`src/rtl/uart_os_rx_pkg.sv`:
```
package uart_os_rx_pkg;
  typedef enum logic [1:0] {
    RX_IDLE  = 2'd0,
    RX_START = 2'd1,
    RX_DATA  = 2'd2,
    RX_STOP  = 2'd3
  } rx_state_t;

  function automatic logic vote3(input logic [2:0] s);
    return (s[0] & s[1]) | (s[0] & s[2]) | (s[1] & s[2]);
  endfunction
endpackage

```
`src/rtl/uorx_sync.sv`:
```
module uorx_sync #(
  parameter int STAGES = 2
) (
  input  logic clk,
  input  logic rst,
  input  logic d,
  output logic q
);
  logic [STAGES-1:0] chain;

  generate
    for (genvar i = 0; i < STAGES; i++) begin : g_stage
      if (i == 0) begin : g_first
        always_ff @(posedge clk) begin
          if (rst) chain[0] <= 1'b1;
          else     chain[0] <= d;
        end
      end else begin : g_next
        always_ff @(posedge clk) begin
          if (rst) chain[i] <= 1'b1;
          else     chain[i] <= chain[i-1];
        end
      end
    end
  endgenerate

  assign q = chain[STAGES-1];
endmodule

```
`src/rtl/uorx_baud.sv`:
```
module uorx_baud #(
  parameter int DIV_W = 16
) (
  input  logic             clk,
  input  logic             rst,
  input  logic             restart,
  input  logic [DIV_W-1:0] divisor,
  output logic             tick
);
  logic [DIV_W-1:0] cnt;

  always_ff @(posedge clk) begin
    if (rst || restart) begin
      cnt  <= '0;
      tick <= 1'b0;
    end else if (cnt == divisor) begin
      cnt  <= '0;
      tick <= 1'b1;
    end else begin
      cnt  <= cnt + 1'b1;
      tick <= 1'b0;
    end
  end
endmodule

```
`src/rtl/uorx_frame.sv`:
```
module uorx_frame
  import uart_os_rx_pkg::*;
#(
  parameter int DATA_W = 8,
  parameter int OS     = 16
) (
  input  logic              clk,
  input  logic              rst,
  input  logic              en,
  input  logic              line,
  input  logic              tick,
  output logic              baud_restart,
  output logic              byte_vld,
  output logic [DATA_W-1:0] byte_data
);
  localparam int OSW = $clog2(OS);
  localparam int BW  = (DATA_W > 1) ? $clog2(DATA_W) : 1;
  localparam logic [OSW-1:0] V0   = OSW'(OS/2 - 1);
  localparam logic [OSW-1:0] V1   = OSW'(OS/2);
  localparam logic [OSW-1:0] V2   = OSW'(OS/2 + 1);
  localparam logic [OSW-1:0] VEND = OSW'(OS/2 + 2);
  localparam logic [OSW-1:0] LAST = OSW'(OS - 1);
  localparam logic [BW-1:0]  BLAST = BW'(DATA_W - 1);

  rx_state_t         state;
  logic [OSW-1:0]    os_cnt;
  logic [2:0]        votes;
  logic [BW-1:0]     bit_idx;
  logic [DATA_W-1:0] shreg;
  logic              line_q;
  logic              fall;
  logic              maj;

  assign fall         = line_q & ~line;
  assign maj          = vote3(votes);
  assign baud_restart = (state == RX_IDLE);

  always_ff @(posedge clk) begin
    if (rst) line_q <= 1'b1;
    else     line_q <= line;
  end

  always_ff @(posedge clk) begin
    if (rst) begin
      state     <= RX_IDLE;
      os_cnt    <= '0;
      votes     <= '0;
      bit_idx   <= '0;
      shreg     <= '0;
      byte_vld  <= 1'b0;
      byte_data <= '0;
    end else begin
      byte_vld <= 1'b0;
      if (!en) begin
        state <= RX_IDLE;
      end else if (state == RX_IDLE) begin
        if (fall) begin
          state  <= RX_START;
          os_cnt <= '0;
        end
      end else if (tick) begin
        os_cnt <= os_cnt + 1'b1;
        if (os_cnt == V0) votes[0] <= line;
        if (os_cnt == V1) votes[1] <= line;
        if (os_cnt == V2) votes[2] <= line;
        case (state)
          RX_START: if (os_cnt == LAST) begin
            if (maj) state <= RX_IDLE;
            else begin
              state   <= RX_DATA;
              bit_idx <= '0;
            end
          end
          RX_DATA: if (os_cnt == LAST) begin
            shreg <= {maj, shreg[DATA_W-1:1]};
            if (bit_idx == BLAST) state <= RX_STOP;
            else bit_idx <= bit_idx + 1'b1;
          end
          RX_STOP: if (os_cnt == VEND) begin
            state <= RX_IDLE;
            if (maj) begin
              byte_vld  <= 1'b1;
              byte_data <= shreg;
            end
          end
          default: state <= RX_IDLE;
        endcase
      end
    end
  end
endmodule

```
`src/rtl/uorx_fifo.sv`:
```
module uorx_fifo #(
  parameter int DW    = 8,
  parameter int DEPTH = 8,
  localparam int AW   = (DEPTH > 1) ? $clog2(DEPTH) : 1,
  localparam int CW   = $clog2(DEPTH + 1)
) (
  input  logic          clk,
  input  logic          rst,
  input  logic          push,
  input  logic [DW-1:0] push_data,
  input  logic          pop,
  output logic          pop_ok,
  output logic [DW-1:0] pop_data,
  output logic [CW-1:0] count
);
  logic [DW-1:0] mem [DEPTH];
  logic [AW-1:0] wp, rp;
  logic          full, empty, do_push, do_pop;

  assign full    = (count == CW'(DEPTH));
  assign empty   = (count == '0);
  assign do_push = push & ~full;
  assign do_pop  = pop & ~empty;

  function automatic logic [AW-1:0] nxt(input logic [AW-1:0] p);
    return (p == AW'(DEPTH - 1)) ? '0 : p + 1'b1;
  endfunction

  always_ff @(posedge clk) begin
    if (do_push) mem[wp] <= push_data;
  end

  always_ff @(posedge clk) begin
    if (do_pop) pop_data <= mem[rp];
  end

  always_ff @(posedge clk) begin
    if (rst) begin
      wp     <= '0;
      rp     <= '0;
      count  <= '0;
      pop_ok <= 1'b0;
    end else begin
      if (do_push) wp <= nxt(wp);
      if (do_pop)  rp <= nxt(rp);
      if (pop)     pop_ok <= do_pop;
      case ({do_push, do_pop})
        2'b10:   count <= count + 1'b1;
        2'b01:   count <= count - 1'b1;
        default: count <= count;
      endcase
    end
  end
endmodule

```
`src/rtl/uart_os_rx.sv`:
```
module uart_os_rx #(
  parameter int DIV_W   = 16,
  parameter int DATA_W  = 8,
  parameter int DEPTH   = 8,
  parameter int TH_W    = 3,
  parameter int OS      = 16,
  parameter int SYNC_ST = 2,
  parameter int WORD_W  = 32
) (
  input  logic              clk,
  input  logic              rst,
  input  logic              rxd,
  input  logic              rx_enable,
  input  logic [DIV_W-1:0]  divisor,
  input  logic [TH_W-1:0]   wm_thresh,
  input  logic              irq_en,
  input  logic              rd_stb,
  output logic [WORD_W-1:0] rd_data,
  output logic              wm_pending,
  output logic              irq
);
  localparam int CW = $clog2(DEPTH + 1);

  logic              line_s, tick, restart, bvld, pop_ok, wm_cond;
  logic [DATA_W-1:0] bdata, pop_data;
  logic [CW-1:0]     count;

  uorx_sync #(.STAGES(SYNC_ST)) u_sync (
    .clk(clk), .rst(rst), .d(rxd), .q(line_s)
  );

  uorx_baud #(.DIV_W(DIV_W)) u_baud (
    .clk(clk), .rst(rst), .restart(restart), .divisor(divisor), .tick(tick)
  );

  uorx_frame #(.DATA_W(DATA_W), .OS(OS)) u_frame (
    .clk(clk), .rst(rst), .en(rx_enable), .line(line_s), .tick(tick),
    .baud_restart(restart), .byte_vld(bvld), .byte_data(bdata)
  );

  uorx_fifo #(.DW(DATA_W), .DEPTH(DEPTH)) u_fifo (
    .clk(clk), .rst(rst), .push(bvld), .push_data(bdata), .pop(rd_stb),
    .pop_ok(pop_ok), .pop_data(pop_data), .count(count)
  );

  assign wm_cond = (int'(count) > int'(wm_thresh));

  always_ff @(posedge clk) begin
    if (rst) begin
      wm_pending <= 1'b0;
      irq        <= 1'b0;
    end else begin
      wm_pending <= wm_cond;
      irq        <= wm_cond & irq_en;
    end
  end

  always_comb begin
    rd_data             = '0;
    rd_data[WORD_W-1]   = ~pop_ok;
    rd_data[DATA_W-1:0] = pop_ok ? pop_data : '0;
  end
endmodule

```
`config.mk`:
```
export PLATFORM = sky130hd
export DESIGN_NAME = uart_os_rx
export DESIGN_NICKNAME = d
export VERILOG_FILES = /design/src/rtl/uart_os_rx_pkg.sv /design/src/rtl/uorx_sync.sv /design/src/rtl/uorx_baud.sv /design/src/rtl/uorx_frame.sv /design/src/rtl/uorx_fifo.sv /design/src/rtl/uart_os_rx.sv
export SDC_FILE = /design/constraint.sdc
export NUM_CORES = 1
export LEC_CHECK = 0
export BUFFER_PORTS_ARGS = -buffer_cell sky130_fd_sc_hd__buf_2
export CORE_UTILIZATION = 35
export CTS_CLUSTER_SIZE = 12
export DETAILED_ROUTE_END_ITERATION = 8
export PLACE_DENSITY = 0.57
export SYNTH_ARGS = -nofsm -noshare
export SYNTH_HDL_FRONTEND = slang
export SYNTH_SLANG_ARGS = --single-unit
```
`constraint.sdc`:
```
create_clock -name clk -period 8.3 [get_ports clk]
set_clock_uncertainty 0.15 [all_clocks]
set_input_delay 0.415 -clock clk [delete_from_list [all_inputs] [get_ports clk]]
set_output_delay 0.415 -clock clk [all_outputs]
set_load 0.05 [all_outputs]
```
==> summary.txt, run 1 <==
Run status
  • Status: complete, no violations

Clock network
  • # H-tree levels: 4
  • Worst-path clk slew: 60 ps
  • Clock root cell: clkbuf_16
  • Clk buf depth: 2
  • Worst-skew pair later-pin latency: approximately 410 ps
  • Post-cts sizing count: 0
  • Cts bufs inserted: 17
  • CTS Hold Bufs: 0
  • Clk sinks: about 130
  • Post-CTS Setup Inserts: 0
  • TritonCTS clock tree: built

Synthesis
  • Top-area cell type share of the netlist area: a little over a third
  • Dominant synthesized flop cell: edfxtp_1
  • Syn Inst Count: about 480
  • Avg Cell Area, Syn: approximately 13 sq um
  • Cell accounting for the most synthesized area: edfxtp_1
  • Unique cell type count in the Yosys netlist: 56
  • Yosys warnings: 0
  • EDFF count, synth: 72
  • Yosys reg bits: 134
  • Mapped Area: between 6000 and 7000 sq um
  • Count leader, synth: edfxtp_1
  • Synth cell count leaders: edfxtp_1 (72), dfxtp_1 (62), nor2_1 (34)
  • FFs w/ async S/R, synth: 0%
  • Sequential cell area fraction in the yosys report: 56.3%
  • Leading post-synthesis cells by cell area: edfxtp_1 (36%), dfxtp_1 (21%), mux4_2 (6.0%)

Worst hold path
  • Hold Path Class: in2reg

STA
  • Final cycle utilization of the critical path: 38.2%
  • Normalized max-slew margin: 39.8%
  • Fin. Hold Viols: 0
  • Minimum clock period: 3170 ps
  • Setup ws final: 5130 ps
  • Max frequency: 315 MHz
  • # setup viols final: 0
  • Setup TNS: 0 ps
  • RSZ-0062 raised after global routing: false
  • Slew @ Worst Pin: 900 ps
  • Final slew viol count: 0

Cells and area
  • Layout net count: 571
  • Area of the multi-input gates: 2420 sq um
  • Layout cell share with drive strength beyond 1: between 20% and 30%
  • Fill count: approximately 1.6k
  • Non-Filler Instances: 757
  • Sequential cell area: 3400 sq um
  • Area Growth Syn to Fin: 14.8%
  • Antenna cells: 0

Power and ir drop
  • Clock power share: 48.9%
  • Worst VDD drop: around 150 uV
  • Lkg Pwr: 0.00239 uW
  • Seq pwr share: a little under half
  • Internal power: 1140 uW
  • Power Density: 208 nW/um^2
  • Switch share: a little over a fifth
  • Net switching power: about 300 uW
  • Combinational Power Share: 3.0%

Critical path
  • Worst setup endpoint: u_fifo.count[2]
  • Worst R2R End: u_fifo.count[2]
  • WP data arrival: between 3000 and 4000 ps
  • Setup crit start: u_fifo.count[0]
  • FF-to-FF path depth: 10
  • Worst Path Required: 8490 ps
  • Start of the worst register-to-register path: u_fifo.count[0]
  • Setup CP Type: reg2reg
  • Reg2Reg Setup Slack: 5130 ps
  • Crit. End Element: register
  • Startpoint Class: register
  • Max Fanout on Critical Path: 10

Detailed routing
  • Vias: 3612
  • Initial DRC count: 131
  • Drt pass-1 iters: 7
  • Drt wl/cell: between 10 and 15 um
  • Detailed Route WL: 10800 um
  • Vias per std cell: 4.77
  • Antenna-violating nets left: 0
  • Residual DRC: 0

Placement
  • Final HPWL DP: 7230 um
  • Port bufs: 35
  • Pre-CTS setup slack: 5140 ps
  • Placed cells: a little over 700
  • RePlAce Congestion: 0.756

GRT
  • Global-route wire length before repair: 18200 um
  • Vias in the first global route: 3660
  • Largest net degree at the start of global routing: a little under 50
  • Initial antenna violation count: 0
  • Total grt overflow: 0
  • Overall global routing resource usage: 13.4%

Flow run
  • Max-cap violations: 0

Die
  • I/O Pins: 59
  • Die Span X: 133 um
  • Die Y: 133 um
  • Initial Util: ~36%
  • Die area: 17800 sq um
  • Core Area: 16700 sq um
  • FP Rows: 47
-- power by group through the flow --
stage,logic (uW),registers [uW],clock network [uW]
5_1_grt,47.3,693,759
4_1_cts,44.1,693,724
2_1_floorplan,42.8,708,0
3_3_place_gp,43.7,707,0
3_5_place_dp,44.0,707,0
6_report,44.0,693,706
-- how the worst min path moves through the flow --
stage | start | endpoint | slack, ps | depth (start not counted)
4_1_cts | rxd | u_sync.chain[0] | 10 | 2
2_1_floorplan | u_sync.chain[0] | u_sync.q | 240 | 1
3_3_place_gp | u_sync.chain[0] | u_sync.q | 250 | 1
6_report | rxd | u_sync.chain[0] | 30 | 2
5_1_grt | rxd | u_sync.chain[0] | 20 | 2
3_5_place_dp | u_sync.chain[0] | u_sync.q | 250 | 1
-- stage by stage --
stage	total power (uW)	hold WS (ps)	util [%]	area [sq um]
global route	1500	16.9	41.5	6940
CTS	1460	11.1	41.5	6940
finish	1440	29.9	41.5	6940
global placement	751	246	38.2	6390
detailed placement	751	253	38.2	6390
floorplan	751	239	-	6130
-- area by class of cell --
class	count	area share, %
clock buffer	22	6.40
clock inverter	10	1.55
inverter	17	0.920
multi-input combinational	312	34.8
sequential	134	49.0
tap	220	3.97
timing repair buffer	42	3.28
-- flip-flops by register name, summed over array words and instances, names as in the netlist --
signal	cells
wm_pending	1
u_baud.cnt	16
u_baud.tick	1
u_fifo.wp	3
u_sync.chain	1
u_frame.os_cnt	4
u_frame.bit_idx	3
u_frame.state	2
u_frame.byte_data	8
u_frame.shreg	8
irq	1
u_frame.byte_vld	1
u_fifo.rp	3
u_fifo.pop_data	8
u_frame.votes	3
u_fifo.pop_ok	1
u_fifo.count	4
u_frame.line_q	1
u_sync.q	1
u_fifo.mem	64
-- per-layer routing --
metal,track usage (%),vias to the layer above,share of wire (%),wire (um)
met1,16.7,1740,47,5120
li1,-,1796,-,-
met2,21.6,60,48,5130
met5,0,-,0,0
met3,3.77,16,3.3,361
met4,5.87,0,1.7,185
-- cells in the final DEF (no fill, tap or decap), types with 2 or more instances in the layout --
cell type and count:
nor3b_1 2, or3b_2 3, nor4_1 4, buf_4 7, nand4_1 8, clkbuf_1 5, or2_2 6, inv_1 16
mux4_2 16, xor2_1 9, a21oi_1 11, clkinv_1 2, conb_1 23, nor3_1 19, dfxtp_1 62, edfxtp_1 72
a211oi_1 3, mux2i_1 26, o21ai_0 7, a22oi_1 2, nor2b_1 6, nand4b_1 2, or3_1 5, xnor2_1 23
nand3_1 10, ha_1 22, nor2_1 34, clkinvlp_4 4, and3_1 2, bufinv_16 2, mux2_2 9, nand2b_1 5
o31ai_1 2, and3b_1 4, buf_2 35, clkbuf_16 17, clkinv_2 2, and2_1 10, nand2_1 17, o211ai_1 3
-- logic make-up after synthesis --
group                      count (synthesis)  share of synthesized area [%]
buffers and inverters                     57                           5.07
muxes                                     51                           11.9
DFF                                      134                           56.3
and+or+nand+nor                          144                           13.0
xor gates and xnor gates                  32                           4.64
AOI/OAI and AO/OA                         39                           4.26
adders and majority gates                 23                           4.72
other                                      1                         0.0620
-- worst max-delay path: stages (launching register included) --
cell     delay (ps)
dfxtp_1         370
or3_1           450
o21ai_1         390
inv_1           310
ha_1            370
xor2_1          180
ha_1            200
a21oi_1         140
xor2_1          100
or3_1           310
a21oi_1         140
Note: power is estimated with default switching activity, not from simulation.
==> inputs of run 2 (changes only) <==
PLACE_DENSITY = 0.59   (was 0.57)
clock period = 2.72 ns   (was 8.3 ns; I/O delays follow)
==> run 2 against run 1 <==
Net effect:
- count of clock-buffer cells in the layout is 2 higher
- final area is 1.9% higher
- cell count is 1.7% higher
- hold slack better by 50 ps
- critical path depth stayed put
- register-to-register slack worse by 5000 ps
- clock power grew to 3.0 times the previous value
- power grew to 3.0 times the previous value
- largest power group unchanged
==> summary.txt, run 2 (synthesis results as in run 1) <==
STA
  • Max frequency: 386 MHz
  • Final slew viol count: 0
  • RSZ-0062 raised after global routing: false
  • # setup viols final: 0
  • Worst Hold Margin: 79.5 ps
  • Normalized max-slew margin: roughly two fifths
  • Slew @ Worst Pin: 891 ps
  • Final cycle utilization of the critical path: 95.1%
  • Fin. Hold Viols: 0
  • Setup TNS: 0 ps
  • Setup ws final: approximately 130 ps
  • Minimum clock period: 2590 ps

Clock network
  • Worst-skew pair later-pin latency: 410 ps
  • # H-tree levels: 4
  • TritonCTS clock tree: built
  • Post-CTS Setup Inserts: 0
  • Cts bufs inserted: 17
  • Clock root cell: clkbuf_16
  • Clk sinks: between 100 and 150
  • Worst-path clk slew: 60 ps
  • Clk buf depth: 2

Cells and area
  • Largest regs: u_fifo.mem x64, u_baud.cnt x16
  • Most frequent cells in the layout: edfxtp_1 (72), dfxtp_1 (62), buf_2 (35), nor2_1 (34), mux2i_1 (26)
  • Antenna cells: 0
  • Layout net count: 585
  • Cell area after layout: 7070 sq um
  • Reg with most FFs: u_fifo.mem
  • Non-Filler Instances: 770
  • Max reg flops: 64
  • Area Growth Syn to Fin: 16.9%
  • Layout cell share with drive strength beyond 1: 22.2%
  • Commonest non-fill, non-tap cell in the layout: edfxtp_1

Detailed routing
  • Vias per std cell: approximately 4.8
  • Residual DRC: 0
  • Detailed Route WL: 11000 um
  • Initial DRC count: 186
  • Vias: 3723
  • Antenna-violating nets left: 0
  • Drt wl/cell: 14.3 um
  • Drt pass-1 iters: 4

Critical path
  • Startpoint Class: register
  • Setup CP Type: reg2reg
  • Worst R2R End: u_fifo.count[2]
  • WP data arrival: 2770 ps
  • Start of the worst register-to-register path: u_fifo.count[0]
  • FF-to-FF path depth: 10
  • Max Fanout on Critical Path: 6
  • Crit. End Element: register
  • Reg2Reg Setup Slack: 130 ps
  • Worst Path Required: 2900 ps

Die
  • FP Rows: 47
  • Initial Util: 36.2%
  • Core Area: 16700 sq um
  • I/O Pins: just under 60
  • Die Span X: 133 um
  • Die Y: 133 um
  • Die area: 17800 sq um

Placement
  • RePlAce Congestion: 0.729
  • Final HPWL DP: 7560 um
  • Placed Area: approximately 6500 sq um
  • Port bufs: 35
  • Pre-CTS setup slack: 72.0 ps
  • Placed cells: 735

Worst hold path
  • Hold Path End: irq
  • Hold Path Class: in2reg
  • HP Start: wm_thresh[0]
  • WHS Path Cells: 5

Power and ir drop
  • Power Density: 621 nW/um^2
  • Worst VDD drop: around 410 uV
  • Lkg Pwr: 0.00247 uW

GRT
  • Largest net degree at the start of global routing: 49
  • Global-route wire length before repair: ~19000 um
  • Initial antenna violation count: 0
  • Vias in the first global route: 3805
  • Total grt overflow: 0
  • Overall global routing resource usage: 13.6%

Flow run
  • Max-cap violations: 0

Run status
  • Status: complete, no violations
run 2: cell count changes in the layout (fill, tap and decap cells not counted), sizes merged:
cell / before / now
inv: 17 / 18
clkbuf: 22 / 24
buf: 42 / 52
clkinvlp: 4 / 3
bufinv: 2 / 1
dlygate4sd3: 0 / 4
clkinv: 4 / 2
run 2: worst max-delay path by stage:
stage                    startpoint         endpoint
CTS                 u_fifo.count[0]  u_fifo.count[2]
floorplan           u_fifo.count[0]  u_fifo.count[2]
detailed placement  u_fifo.count[0]  u_fifo.count[2]
finish              u_fifo.count[0]  u_fifo.count[2]
global route        u_fifo.count[0]  u_fifo.count[2]
global placement    u_fifo.count[0]  u_fifo.count[2]
run 2: timing repair:
action	4_1_cts	5_1_grt
endpoints found under the setup margin	0	1
hold endpoints to repair	4	0
gates resized for setup	0	1
hold buffers	4	0
run 2: final cells by class:
class / count / area [sq um]
well taps: 220 / 275
clock buffers: 24 / 482
multi-input cells: 312 / 2430
flip-flops and latches: 134 / 3400
clock inverters: 7 / 75.1
inverters: 17 / 63.8
repair buffers: 56 / 343
fillers: 1559 / 9630
run 2: critical path, stage by stage, from the launching register on:
cell     delay [ps]
dfxtp_1         360
or3_4           440
o21ai_2         140
inv_1            90
ha_1            280
xor2_1          170
ha_1            190
a21oi_1         140
xor2_1           90
or3_1           310
a21oi_1         140
run 2: through the flow:
step	util (%)	total power [uW]
finish	42.3	4390
floorplan	-	2290
detailed placement	38.7	2290
CTS	42.3	4440
global placement	38.7	2290
global route	42.3	4550
run 2: power by group:
part	internal, uW	switching, uW	total, uW
Clock	1330	809	2140
Sequential	2110	2.04	2120
Combinational	34.1	106	140
run 2: routing by layer:
| metal | vias to the layer above | share of wire [%] | GRT usage [%] |
|---|---|---|---|
| met5 | - | 0 | 0 |
| met2 | 64 | 50 | 23.3 |
| li1 | 1820 | - | - |
| met1 | 1831 | 45 | 16.4 |
| met4 | 0 | 1.0 | 4.10 |
| met3 | 8 | 3.6 | 4.15 |
==> inputs of run 3 (changes only) <==
CORE_MARGIN = 2   (was unset)
GPL_TIMING_DRIVEN = 0   (was unset)
==> run 3 against run 2 <==
Net effect:
- combinational power is 22% higher
- core utilization is 0.13 points higher
- critical path depth stayed put
- via count rose by 1.6%
- register-to-register slack lost 60 ps
- cell count is 4.4% higher
- setup slack got worse by 61 ps
- non-clock buffer count is 28 higher
- sequential power hardly changed
- critical path type unchanged
- largest cell class unchanged
==> summary.txt, run 3 (synthesis results as in run 1) <==
Run status
  • Status: complete, no violations

Power and ir drop
  • Net switching power: 962 uW
  • Clock power share: between 40% and 50%
  • Worst VDD drop: around 500 uV
  • Combinational Power Share: 3.9%
  • Lkg Pwr: 0.00256 uW
  • Seq pwr share: between 40% and 50%
  • Internal power: 3450 uW
  • Power Density: 607 nW/um^2
  • Switch share: around 22%

STA
  • # setup viols final: 0
  • Final cycle utilization of the critical path: 97.4%
  • Worst Hold Margin: 71.0 ps
  • Final slew viol count: 0
  • Minimum clock period: 2650 ps
  • Setup ws final: 71.6 ps
  • Normalized max-slew margin: 17.3%
  • Max frequency: approximately 380 MHz
  • RSZ-0062 raised after global routing: false
  • Fin. Hold Viols: 0
  • Slew @ Worst Pin: 1230 ps

Clock network
  • TritonCTS clock tree: built
  • Cts bufs inserted: 17
  • Clk sinks: 134
  • # H-tree levels: 4
  • Clk buf depth: 2
  • Worst-path clk slew: 60 ps
  • Clock root cell: clkbuf_16
  • Worst-skew pair later-pin latency: roughly 420 ps

Cells and area
  • Layout net count: 613
  • Largest regs: u_fifo.mem x64, u_baud.cnt x16
  • Reg with most FFs: u_fifo.mem
  • Most frequent cells in the layout: edfxtp_1 (72), dfxtp_1 (62), buf_2 (40), nor2_1 (34)
  • Antenna cells: 0
  • Fill count: 1620
  • Layout cell share with drive strength beyond 1: 24.7%
  • Area Growth Syn to Fin: 20.2%
  • Commonest non-fill, non-tap cell in the layout: edfxtp_1
  • Max reg flops: 64

Placement
  • Pre-CTS setup slack: -314 ps
  • Port bufs: 35
  • Final HPWL DP: 7870 um
  • RePlAce Congestion: about 0.78

GRT
  • Met1 Use GR: 15.7%
  • Total grt overflow: 0
  • Initial antenna violation count: 0
  • Global-route wire length before repair: between 15000 and 20000 um
  • Vias in the first global route: about 3.7k
  • Overall global routing resource usage: between 10% and 20%
  • Met2 Use GR: between 20% and 30%
  • Most Crowded Layer GR: met2
  • Largest net degree at the start of global routing: 17
  • Grt met3 use: 4.30%

Die
  • I/O Pins: 59
  • Initial Util: 35.3%
  • Die area: around 18000 sq um
  • Core Area: 17100 sq um
  • Die Span X: 135 um
  • FP Rows: 48
  • Die Y: 135 um

Detailed routing
  • Drt wl/cell: 13.8 um
  • Drt pass-1 iters: 4
  • Vias per std cell: 4.71
  • Vias: 3784
  • Residual DRC: 0
  • Detailed Route WL: 11100 um
  • Antenna-violating nets left: 0
  • Initial DRC count: around 120

Flow run
  • Max-cap violations: 0

Critical path
  • Crit. End Element: register
  • Startpoint Class: register
  • Top cell family by delay on the critical path: simple AND/OR/NAND/NOR gates
  • WP data arrival: 2850 ps
  • Start of the worst register-to-register path: u_fifo.count[0]
  • Worst R2R End: u_fifo.count[2]
  • CP Cell Sequence: or3_4 -> o21ai_4 -> clkinvlp_4 -> ha_4 -> xor2_1 -> ha_1 -> a21oi_1 -> xor2_1 -> or3_1 -> a21oi_1
  • Reg2Reg Setup Slack: roughly 72 ps
  • Setup CP Type: reg2reg
  • Worst Path Required: 2920 ps
  • CP peak stage delay: 450 ps
  • FF-to-FF path depth: 10
  • Max Fanout on Critical Path: 6
  • Slowest cell on crit path: or3_4
  • WP buf/inv: 1

Worst hold path
  • WHS Path Cells: 5
  • Hold Path End: wm_pending
  • HP Start: wm_thresh[0]
  • Hold Path Class: in2reg
[run 3: changes by cell type in the layout (fill, tap and decap cells not counted), moves of 2 or more]
cell | before | now
clkinv_2 | 1 | 3
clkbuf_1 | 4 | 13
ha_1 | 22 | 20
buf_4 | 17 | 26
o21ai_4 | 0 | 2
o21ai_2 | 2 | 0
clkbuf_8 | 3 | 1
clkinv_4 | 1 | 3
buf_2 | 35 | 40
[run 3: how the worst max path moves through the flow]
stage | start | endpoint | cells after the start
after floorplan | u_fifo.count[0] | u_fifo.count[2] | 10
after global placement | u_fifo.count[0] | u_fifo.count[2] | 10
after detailed placement | u_fifo.count[0] | u_fifo.count[2] | 10
after CTS | u_fifo.count[0] | u_fifo.count[2] | 10
after global routing | u_fifo.count[0] | u_fifo.count[2] | 10
final | u_fifo.count[0] | u_fifo.count[2] | 10
[run 3: layer usage]
metal  wire [um]  up-vias
met1        4990     1840
met4         107        0
met5           0        -
met2        5710       52
met3         300       10
li1            -     1882
[run 3: metrics by stage]
step / power [uW] / utilization [%] / cells / area [sq um] / setup TNS, ps
after floorplan: 2290 / - / 503 / 6130 / 0
after global placement: 2320 / 38.5 / 763 / 6590 / -878
after detailed placement: 2320 / 38.6 / 764 / 6600 / -568
after CTS: 4470 / 42.3 / 803 / 7240 / 0
after global routing: 4570 / 42.4 / 804 / 7270 / 0
final: 4410 / 42.4 / 804 / 7270 / 0
[run 3: timing repair]
action,4_1_cts,5_1_grt
pin swaps,1,0
setup endpoints to repair,2,2
gates cloned,0,0
hold buffers,5,0
endpoints found under the hold margin,6,0
resized for setup,4,3
setup buffers,2,0
[run 3: area by class of cell]
type                            count  area (sq um)  share of cell area [%]
Clock inverter                     12           106                    1.46
Inverter                           17          67.6                   0.930
Clock buffer                       20           447                    6.15
Multi-Input combinational cell    312          2460                    33.9
Timing Repair Buffer               44           255                    3.51
Buffer                             40           243                    3.34
Sequential cell                   134          3400                    46.8
Tap cell                          225           282                    3.87
[run 3: power groups by stage]
| stage | clock network [uW] | registers (uW) | logic, uW |
|---|---|---|---|
| after floorplan | 0 | 2160 | 131 |
| after global placement | 0 | 2160 | 163 |
| after detailed placement | 0 | 2160 | 165 |
| after CTS | 2180 | 2120 | 171 |
| after global routing | 2270 | 2110 | 183 |
| final | 2130 | 2120 | 171 |
[run 3: worst min-delay path: stages]
cell and delay (ps):
buf_2 80, ha_1 120, nand3_1 70, o21ai_0 110, a21oi_1 80
